### src/rtl/fcs_pkg.sv
// Package: shared state encoding for the fetch bus sequencer.
// Assumes: one fetch cycle is exactly four clock states with no wait states.
package fcs_pkg;

    typedef enum logic [2:0] {
        ST_IDLE = 3'd0,
        ST_T1   = 3'd1,
        ST_T2   = 3'd2,
        ST_T3   = 3'd3,
        ST_T4   = 3'd4
    } fcs_state_e;

endpackage

### src/rtl/fcs_phase_fsm.sv
// Module: fcs_phase_fsm
// Steps through the fetch states on the rising edge. It also keeps a copy of
// the state taken on the falling edge, so later logic can tell the first half
// of a state from the second half.
// Assumes: fetch_req is synchronous to clk and is only looked at in idle and T4.
module fcs_phase_fsm
    import fcs_pkg::*;
(
    input  logic       clk,
    input  logic       rst_n,
    input  logic       fetch_req,
    output fcs_state_e state,
    output fcs_state_e half_state,
    output logic       launch,
    output logic       cyc_end
);

    fcs_state_e state_nx;

    // A new fetch may begin only from idle or from the last state of a fetch.
    assign launch  = fetch_req && (state == ST_IDLE || state == ST_T4);
    assign cyc_end = (state == ST_T4);

    // Next-state selection for the four-state fetch.
    always_comb begin
        state_nx = state;
        unique case (state)
            ST_IDLE: state_nx = launch ? ST_T1 : ST_IDLE;
            ST_T1:   state_nx = ST_T2;
            ST_T2:   state_nx = ST_T3;
            ST_T3:   state_nx = ST_T4;
            ST_T4:   state_nx = launch ? ST_T1 : ST_IDLE;
            default: state_nx = ST_IDLE;
        endcase
    end

    // Rising-edge state register.
    always_ff @(posedge clk) begin
        if (!rst_n) state <= ST_IDLE;
        else        state <= state_nx;
    end

    // Falling-edge copy of the state; marks the second half of each state.
    always_ff @(negedge clk) begin
        if (!rst_n) half_state <= ST_IDLE;
        else        half_state <= state;
    end

    // with no request at the end of T4, the sequencer goes idle.
    a_r10_idle_after_t4: assert property (@(posedge clk) disable iff (!rst_n)
        (state == ST_T4 && !fetch_req) |=> (state == ST_IDLE));

    // a request in T1..T3 does not change the fixed order of states.
    a_r10_req_ignored_midcycle: assert property (@(posedge clk) disable iff (!rst_n)
        (state == ST_T2) |=> (state == ST_T3));

endmodule

### src/rtl/fcs_refresh_ctr.sv
// Module: fcs_refresh_ctr
// Row counter for dynamic-memory refresh. It goes up by one at the end of
// each fetch and wraps at its width.
// Assumes: adv is high for exactly one clock per completed fetch.
module fcs_refresh_ctr #(
    parameter int RFSH_W = 7
) (
    input  logic              clk,
    input  logic              rst_n,
    input  logic              adv,
    output logic [RFSH_W-1:0] row
);

    // Row register; natural binary wrap from all-ones to zero.
    always_ff @(posedge clk) begin
        if (!rst_n)   row <= '0;
        else if (adv) row <= row + 1'b1;
    end

endmodule

### src/rtl/fcs_bus_drive.sv
// Module: fcs_bus_drive
// Builds the address bus and the four control strobes from the rising-edge
// state and the falling-edge state copy. It also captures the opcode.
// Assumes: half_state lags state by half a clock; launch is high on the
// rising edge that enters T1.
module fcs_bus_drive
    import fcs_pkg::*;
#(
    parameter int ADDR_W = 16,
    parameter int DATA_W = 8,
    parameter int RFSH_W = 7
) (
    input  logic              clk,
    input  logic              rst_n,
    input  fcs_state_e        state,
    input  fcs_state_e        half_state,
    input  logic              launch,
    input  logic [ADDR_W-1:0] pc_in,
    input  logic [DATA_W-1:0] data_in,
    input  logic [RFSH_W-1:0] row,
    output logic [ADDR_W-1:0] addr_out,
    output logic              mreq_n,
    output logic              rd_n,
    output logic              rfsh_n,
    output logic              m1_n,
    output logic [DATA_W-1:0] opcode,
    output logic              opcode_vld
);

    localparam int HI_W = ADDR_W - RFSH_W;

    logic [ADDR_W-1:0] pc_q;
    logic [ADDR_W-1:0] rfsh_addr;
    logic              fetch_phase;
    logic              refresh_phase;
    logic              t1_late;
    logic              t3_late;
    logic              t4_early;

    // Pad the refresh row up to the address width; zero-extend when wider.
    generate
        if (HI_W > 0) begin : g_pad
            assign rfsh_addr = {{HI_W{1'b0}}, row};
        end else begin : g_nopad
            assign rfsh_addr = row[ADDR_W-1:0];
        end
    endgenerate

    // Hold the program counter for the address half of the cycle.
    always_ff @(posedge clk) begin
        if (!rst_n)      pc_q <= '0;
        else if (launch) pc_q <= pc_in;
    end

    // Capture the opcode on the edge that leaves T2; flag it for one clock.
    always_ff @(posedge clk) begin
        if (!rst_n) begin
            opcode     <= '0;
            opcode_vld <= 1'b0;
        end else begin
            opcode_vld <= (state == ST_T2);
            if (state == ST_T2) opcode <= data_in;
        end
    end

    // Decode which half of the cycle, and which half-state, is current.
    always_comb begin
        fetch_phase   = (state == ST_T1) || (state == ST_T2);
        refresh_phase = (state == ST_T3) || (state == ST_T4);
        t1_late       = (state == ST_T1) && (half_state == ST_T1);
        t3_late       = (state == ST_T3) && (half_state == ST_T3);
        t4_early      = (state == ST_T4) && (half_state == ST_T3);
    end

    // Drive the strobes and the address bus.
    always_comb begin
        m1_n     = !fetch_phase;
        rfsh_n   = !refresh_phase;
        rd_n     = !(t1_late || state == ST_T2);
        mreq_n   = !(t1_late || state == ST_T2 || t3_late || t4_early);
        if (fetch_phase)        addr_out = pc_q;
        else if (refresh_phase) addr_out = rfsh_addr;
        else                    addr_out = '0;
    end

    // read is never active while refresh is active (both clock edges).
    a_r6_no_read_in_refresh_p: assert property (@(posedge clk) disable iff (!rst_n)
        !rfsh_n |-> rd_n);
    a_r6_no_read_in_refresh_n: assert property (@(negedge clk) disable iff (!rst_n)
        !rfsh_n |-> rd_n);

    // by the end of T1, memory request and read are both active.
    a_r3_strobes_low_late_t1: assert property (@(posedge clk) disable iff (!rst_n)
        (state == ST_T1) |-> (!mreq_n && !rd_n));

    // in the first half of T3, both strobes are already released.
    a_r3_released_early_t3: assert property (@(negedge clk) disable iff (!rst_n)
        (state == ST_T3) |-> (mreq_n && rd_n));

    // by the end of T3, memory request is active again during refresh.
    a_r7_refresh_mreq: assert property (@(posedge clk) disable iff (!rst_n)
        (state == ST_T3) |-> (!mreq_n && !rfsh_n));

    // the valid flag is a single-clock pulse.
    a_r4_valid_one_clock: assert property (@(posedge clk) disable iff (!rst_n)
        opcode_vld |=> !opcode_vld);

endmodule

### src/rtl/fetch_cycle_seq.sv
// Module: fetch_cycle_seq (top)
// Bus sequencer for the four-state opcode fetch. T1 and T2 carry the program
// counter, with memory request and read active. T3 and T4 are a refresh slot
// that drives the row counter onto the low address bits.
// Assumes: a single clock domain; strobes are decoded from registers that
// change on opposite clock edges.
module fetch_cycle_seq
    import fcs_pkg::*;
#(
    parameter int ADDR_W = 16,
    parameter int DATA_W = 8,
    parameter int RFSH_W = 7
) (
    input  logic              clk,
    input  logic              rst_n,
    input  logic              fetch_req,
    input  logic [ADDR_W-1:0] pc_in,
    input  logic [DATA_W-1:0] data_in,
    output logic [ADDR_W-1:0] addr_out,
    output logic              mreq_n,
    output logic              rd_n,
    output logic              rfsh_n,
    output logic              m1_n,
    output logic [DATA_W-1:0] opcode,
    output logic              opcode_vld
);

    fcs_state_e        state;
    fcs_state_e        half_state;
    logic              launch;
    logic              cyc_end;
    logic [RFSH_W-1:0] row;

    fcs_phase_fsm u_fsm (
        .clk        (clk),
        .rst_n      (rst_n),
        .fetch_req  (fetch_req),
        .state      (state),
        .half_state (half_state),
        .launch     (launch),
        .cyc_end    (cyc_end)
    );

    fcs_refresh_ctr #(.RFSH_W(RFSH_W)) u_ctr (
        .clk   (clk),
        .rst_n (rst_n),
        .adv   (cyc_end),
        .row   (row)
    );

    fcs_bus_drive #(
        .ADDR_W (ADDR_W),
        .DATA_W (DATA_W),
        .RFSH_W (RFSH_W)
    ) u_drv (
        .clk        (clk),
        .rst_n      (rst_n),
        .state      (state),
        .half_state (half_state),
        .launch     (launch),
        .pc_in      (pc_in),
        .data_in    (data_in),
        .row        (row),
        .addr_out   (addr_out),
        .mreq_n     (mreq_n),
        .rd_n       (rd_n),
        .rfsh_n     (rfsh_n),
        .m1_n       (m1_n),
        .opcode     (opcode),
        .opcode_vld (opcode_vld)
    );

    // each completed fetch moves the refresh row on by one, with wrap.
    a_r8_row_advance: assert property (@(posedge clk) disable iff (!rst_n)
        (state == ST_T4) |=> (row == $past(row) + 1'b1));

    // the fetch indicator is never active together with refresh.
    a_r9_m1_not_in_refresh: assert property (@(posedge clk) disable iff (!rst_n)
        !(!m1_n && !rfsh_n));

endmodule

### config.mk
export PLATFORM = sky130hd
export DESIGN_NAME = fetch_cycle_seq
export DESIGN_NICKNAME = d
export VERILOG_FILES = /design/src/rtl/fcs_pkg.sv /design/src/rtl/fcs_phase_fsm.sv /design/src/rtl/fcs_refresh_ctr.sv /design/src/rtl/fcs_bus_drive.sv /design/src/rtl/fetch_cycle_seq.sv
export SDC_FILE = /design/constraint.sdc
export NUM_CORES = 1
export LEC_CHECK = 0
export BUFFER_PORTS_ARGS = -buffer_cell sky130_fd_sc_hd__buf_4
export CAP_MARGIN = 40
export CORE_MARGIN = 2
export CORE_UTILIZATION = 50
export DETAILED_ROUTE_END_ITERATION = 7
export GPL_ROUTABILITY_DRIVEN = 0
export PLACE_DENSITY = 0.82
export SETUP_SLACK_MARGIN = 0.05
export SYNTH_ARGS = -nofsm -noshare
export SYNTH_HDL_FRONTEND = slang
export SYNTH_SLANG_ARGS = --single-unit
### constraint.sdc
create_clock -name clk -period 1.66 [get_ports clk]
set_input_delay 0.083 -clock clk [delete_from_list [all_inputs] [get_ports clk]]
set_output_delay 0.083 -clock clk [all_outputs]
set_load 0.02 [all_outputs]
==> After elaboration in Yosys (flattened, before gate mapping) <==
Index checks and enable logic that the tools add are counted.
{ "op_classes": {"addsub": 1, "n_eq_ne": 6, "muxes": 4, "reduce_logical": 16} }
{ "op_table": {"columns": ["op", "count"], "rows": [
  ["$mux W16", 1],
  ["$pmux W3 S4", 1],
  ["$eq A3 B2 Y1 const B", 3],
  ["$add A7 B1 Y7 const B", 1],
  ["$mux W7", 1],
  ["$eq A3 B1 Y1 const B", 2],
  ["$logic_or A1 B1 Y1", 6],
  ["$logic_and A1 B1 Y1", 4],
  ["$logic_not A1 Y1", 4],
  ["$eq A3 B3 Y1 const B", 1],
  ["$logic_not A3 Y1", 1],
  ["$reduce_or A2 Y1", 1],
  ["$mux W1", 1]
]} }
{ "word_totals": {"register_bits": 38, "output_inout_bits": 29} }

==> Logic depth before layout (Yosys ltp) <==
{ "logic_depth": {"ltp_word": 6, "depth_mapped": 6} }

==> Cells and area by module <==
A second synthesis with hierarchy kept.
{ "unflattened": {"cells_unflattened": 180, "area_unflattened_um2": 1740.4} }
{ "modules_own_cells": {"columns": ["module", "n_inst", "cells_each", "area_each_um2", "seq_area_each_um2"], "rows": [
  ["fcs_bus_drive", 1, 131, 1242.4, 500.5],
  ["fcs_refresh_ctr", 1, 29, 290.3, 140.1],
  ["fcs_phase_fsm", 1, 20, 207.7, 120.1]
]} }

==> summary.log <==
qor: critical_path.critPathMaxStageDelay 0.29 ns
qor: cts.clkTransAtPathRegs 0.10 ns
qor: logic_synthesis.yosysWarningCount 0
qor: critical_path.setup.worst_path.end_class output pin
qor: sta.worst_pin_slew 0.317 ns
qor: status.outcome complete, but fails checks
qor: placement.dpl_cell_area 2280 um2
qor: cts.root_buffer clkbuf_4
qor: min_path.hold_path.startpoint pc_in[8]
qor: power.vdd_ir_drop_max 0.000612 V
qor: min_path.whs_endpoint u_drv.pc_q[8]
qor: grt.grt_pass1_wl 6450 um
qor: finish.layout-drive-gt1-share 45.5%
qor: drt.vias 1,456
qor: flow_run.drv_cap 0
qor: sta.total_of_endpoints_with_negative_setup_slack_in_the_final_report 9
qor: floorplanning.fp.dieH 64.1 um
qor: critical_path.cells_along_the_critical_path nor2b_4 > and4b_2 > a311oi_4 > buf_6
qor: drt.drc 0
qor: drt.drt_iter0_markers 35
qor: cts.clkLatencyLatePin 0.38 ns
qor: sta.timing.final.hold_violations 0
qor: drt.antenna_violating_nets_post_route 0
qor: power.power_per_cell_area 881 nW/um2
qor: grt.grt_start_max_net_pins 23
qor: logic_synthesis.synth_seq_cells 38
qor: grt.gr-usage-all-layers 19.6%
qor: power.switching_power 0.704 mW
qor: finish.antenna_cells_inserted 0
qor: sta.slew-limit-headroom 78.8%
qor: critical_path.critical_path.n_buffers_inverters 1
qor: sta.drv_slew 0
qor: logic_synthesis.synth-async-reset-ratio 0%
qor: finish.post_route_design_area 2570 um2
qor: finish.areaGrowthSynthToFinish 42.7%
qor: logic_synthesis.synth_ff_type dfxtp_1
qor: critical_path.critical_path_arrival 2.22 ns
qor: min_path.hold_path_class input port to flip-flop
qor: cts.cts_made_buffers 5
qor: power.totalPowerFinal 2.27 mW
qor: critical_path.worst_r2r_path_depth 1
qor: finish.design.final.nets 285
qor: cts.cts_tree yes
qor: finish.share_of_the_core_filled_with_cells_in_the_final_layout 75.9%
qor: power.share_seq_of_total_power 45.9%
qor: critical_path.required 1.58 ns
qor: sta.rsz_0062_raised_after_global_routing yes
qor: sta.setup_ws -0.639 ns
qor: logic_synthesis.synthesis.area 1800 um2
qor: floorplanning.fp-row-count 21
qor: power.swShare 31.1%
qor: floorplanning.die_w 64.1 um
qor: power.p_comb_share 34.2%
qor: drt.wl_per_instance 12.8 um
qor: cts.numClockSinks 38
qor: cts.number_of_levels_in_the_clock_h_tree 2
qor: critical_path.worst-r2r-setup-slack 0.19 ns
qor: critical_path.worst-setup-path-type flip-flop to output pin
qor: power.leakage_power_of_the_design 1.08 nW
qor: power.p_int 1.56 mW
qor: placement.dp_hpwl 2570 um
qor: drt.drt-vias-per-instance 4.81
qor: floorplanning.coreArea 3390 um2
qor: floorplanning.initial_core_util 53.2%
qor: logic_synthesis.post_synth_inst_count 180
qor: cts.cts.path.max_buffers 2
qor: status.failed_checks setup timing
qor: drt.drtPass1Iterations 4
qor: critical_path.crit_slowest_cell dfxtp_1
qor: sta.fin_setup_tns -1.52 ns
qor: critical_path.end_of_the_worst_register_to_register_path u_fsm.half_state[0]
qor: floorplanning.pin_count 56
qor: min_path.worst_hold_path.num_cells 3
qor: placement.port_buffers 55
qor: power.power.share.clock 19.9%
qor: critical_path.crit_family simple AND/OR/NAND/NOR gates
qor: critical_path.worst_r2r_startpoint u_fsm.state[0]
qor: grt.grt_antenna_before_repair 0
qor: sta.skew 0.0618 ns
qor: grt.grt-ovfl-total 0
qor: floorplanning.design.die.area 4100 um2
qor: drt.finalWirelength 3880 um
qor: grt.grt_pass1_vias 1,518
qor: critical_path.cp-start-kind flip-flop
qor: logic_synthesis.seq_area_frac_synth 42.2%
qor: critical_path.worstPathMaxFanout 2
qor: logic_synthesis.post_synth.cell_area_avg 10.0 um2
qor: logic_synthesis.syn-num-nets 208
qor: logic_synthesis.synth_enable_flop_cells 0
qor: logic_synthesis.synth.lib_cells_used.distinct 35
## cell type report
cell class,instances,area (um2)
Tap cell,46,57.6
Inverter,2,7.51
Timing Repair Buffer,80,679
Clock inverter,3,11.3
Multi-Input combinational cell,127,1000
Sequential cell,38,769
Fill cell,253,816
Clock buffer,7,45.0
## worst max-delay path by stage
stage / startpoint / to / slack, ns / cells past startpoint
3_5_place_dp: u_fsm.half_state[2] / mreq_n / -0.27 / 4
2_1_floorplan: u_fsm.half_state[0] / mreq_n / -0.20 / 3
3_3_place_gp: u_fsm.half_state[0] / mreq_n / -0.26 / 4
5_1_grt: u_fsm.half_state[0] / mreq_n / -0.71 / 4
6_report: u_fsm.half_state[0] / mreq_n / -0.64 / 4
4_1_cts: u_fsm.half_state[0] / mreq_n / -0.65 / 4
## cell usage in the layout, fill, tap and decap left out, types with 2 or more instances in the layout
master         count
a22o_1             7
buf_6             11
nor3b_4            3
dfxtp_1           35
buf_4             58
or3_1              3
inv_1              5
o21ai_0            3
and2_4             7
nand2_1           29
nand2_2           10
mux2i_1           11
dlygate4sd3_1     10
nand2b_1           2
nor2_4             2
nor2b_1            9
a21boi_0           6
and2_1             7
clkbuf_4           5
dfxtp_4            2
a21boi_1           3
clkbuf_1           2
a21boi_2          10
## metrics by stage
step | setup WS, ns | hold WS (ns) | instances
2_1_floorplan | -0.202 | 0.227 | 180
3_3_place_gp | -0.260 | 0.339 | 281
3_5_place_dp | -0.270 | 0.348 | 281
4_1_cts | -0.651 | 0.0000484 | 303
5_1_grt | -0.709 | 0.00213 | 303
6_report | -0.639 | 0.0117 | 303
## timing repair
action                                  CTS  global route
endpoints found under the setup margin   20            19
pin swaps                                 3             0
setup buffers                             3             0
hold endpoints to repair                 10             0
resized for setup                        14            14
hold buffers                             10             0
## per-layer routing
metal  routed length [um]  track usage [%]  share of wire (%)
met1                 1740             22.6                 45
met2                 1920             36.1                 49
met3                  185             4.05                4.8
met4                   38             5.98               0.98
met5                    0                0                  0
## power groups by stage
stage | Combinational, mW | Sequential (mW) | Clock, mW
3_3_place_gp | 0.634 | 1.05 | 0.0150
6_report | 0.775 | 1.04 | 0.451
2_1_floorplan | 0.442 | 1.06 | 0.0150
4_1_cts | 0.756 | 1.04 | 0.475
5_1_grt | 0.833 | 1.05 | 0.528
3_5_place_dp | 0.641 | 1.05 | 0.0150
## flip-flops by register name (all words and copies together), names as in the netlist
register          count
u_fsm.state           3
u_drv.opcode          8
u_drv.pc_q           16
u_ctr.row             7
u_drv.opcode_vld      1
u_fsm.half_state      3
## Yosys cell counts, types with 2 or more instances
| master | instances | area [um2] |
|---|---|---|
| nand2b_1 | 2 | 12.5 |
| inv_1 | 3 | 11.3 |
| and2_1 | 14 | 87.6 |
| nor3b_4 | 3 | 56.3 |
| nand2_1 | 29 | 109 |
| nand2_2 | 10 | 62.6 |
| dfxtp_1 | 38 | 761 |
| clkbuf_1 | 4 | 15.0 |
| a21boi_0 | 6 | 45.0 |
| a22o_1 | 7 | 61.3 |
| a21boi_2 | 10 | 113 |
| nor2b_1 | 10 | 62.6 |
| nor2_1 | 2 | 7.51 |
| or3_1 | 3 | 18.8 |
| a21boi_1 | 3 | 22.5 |
| mux2i_1 | 11 | 110 |
| buf_6 | 5 | 56.3 |
| o21ai_0 | 3 | 15.0 |
## kinds of logic after synthesis
family / Yosys count / synth area share, %
adder cells (fa/ha/maj): 1 / 0.694
AO/OA/AOI/OAI: 32 / 15.8
buffers and inverters: 15 / 6.38
AND/OR/NAND/NOR: 81 / 27.9
flip-flops: 38 / 42.2
multiplexers: 11 / 6.11
XOR/XNOR: 2 / 0.972
Power figures use the tool's default switching activity.
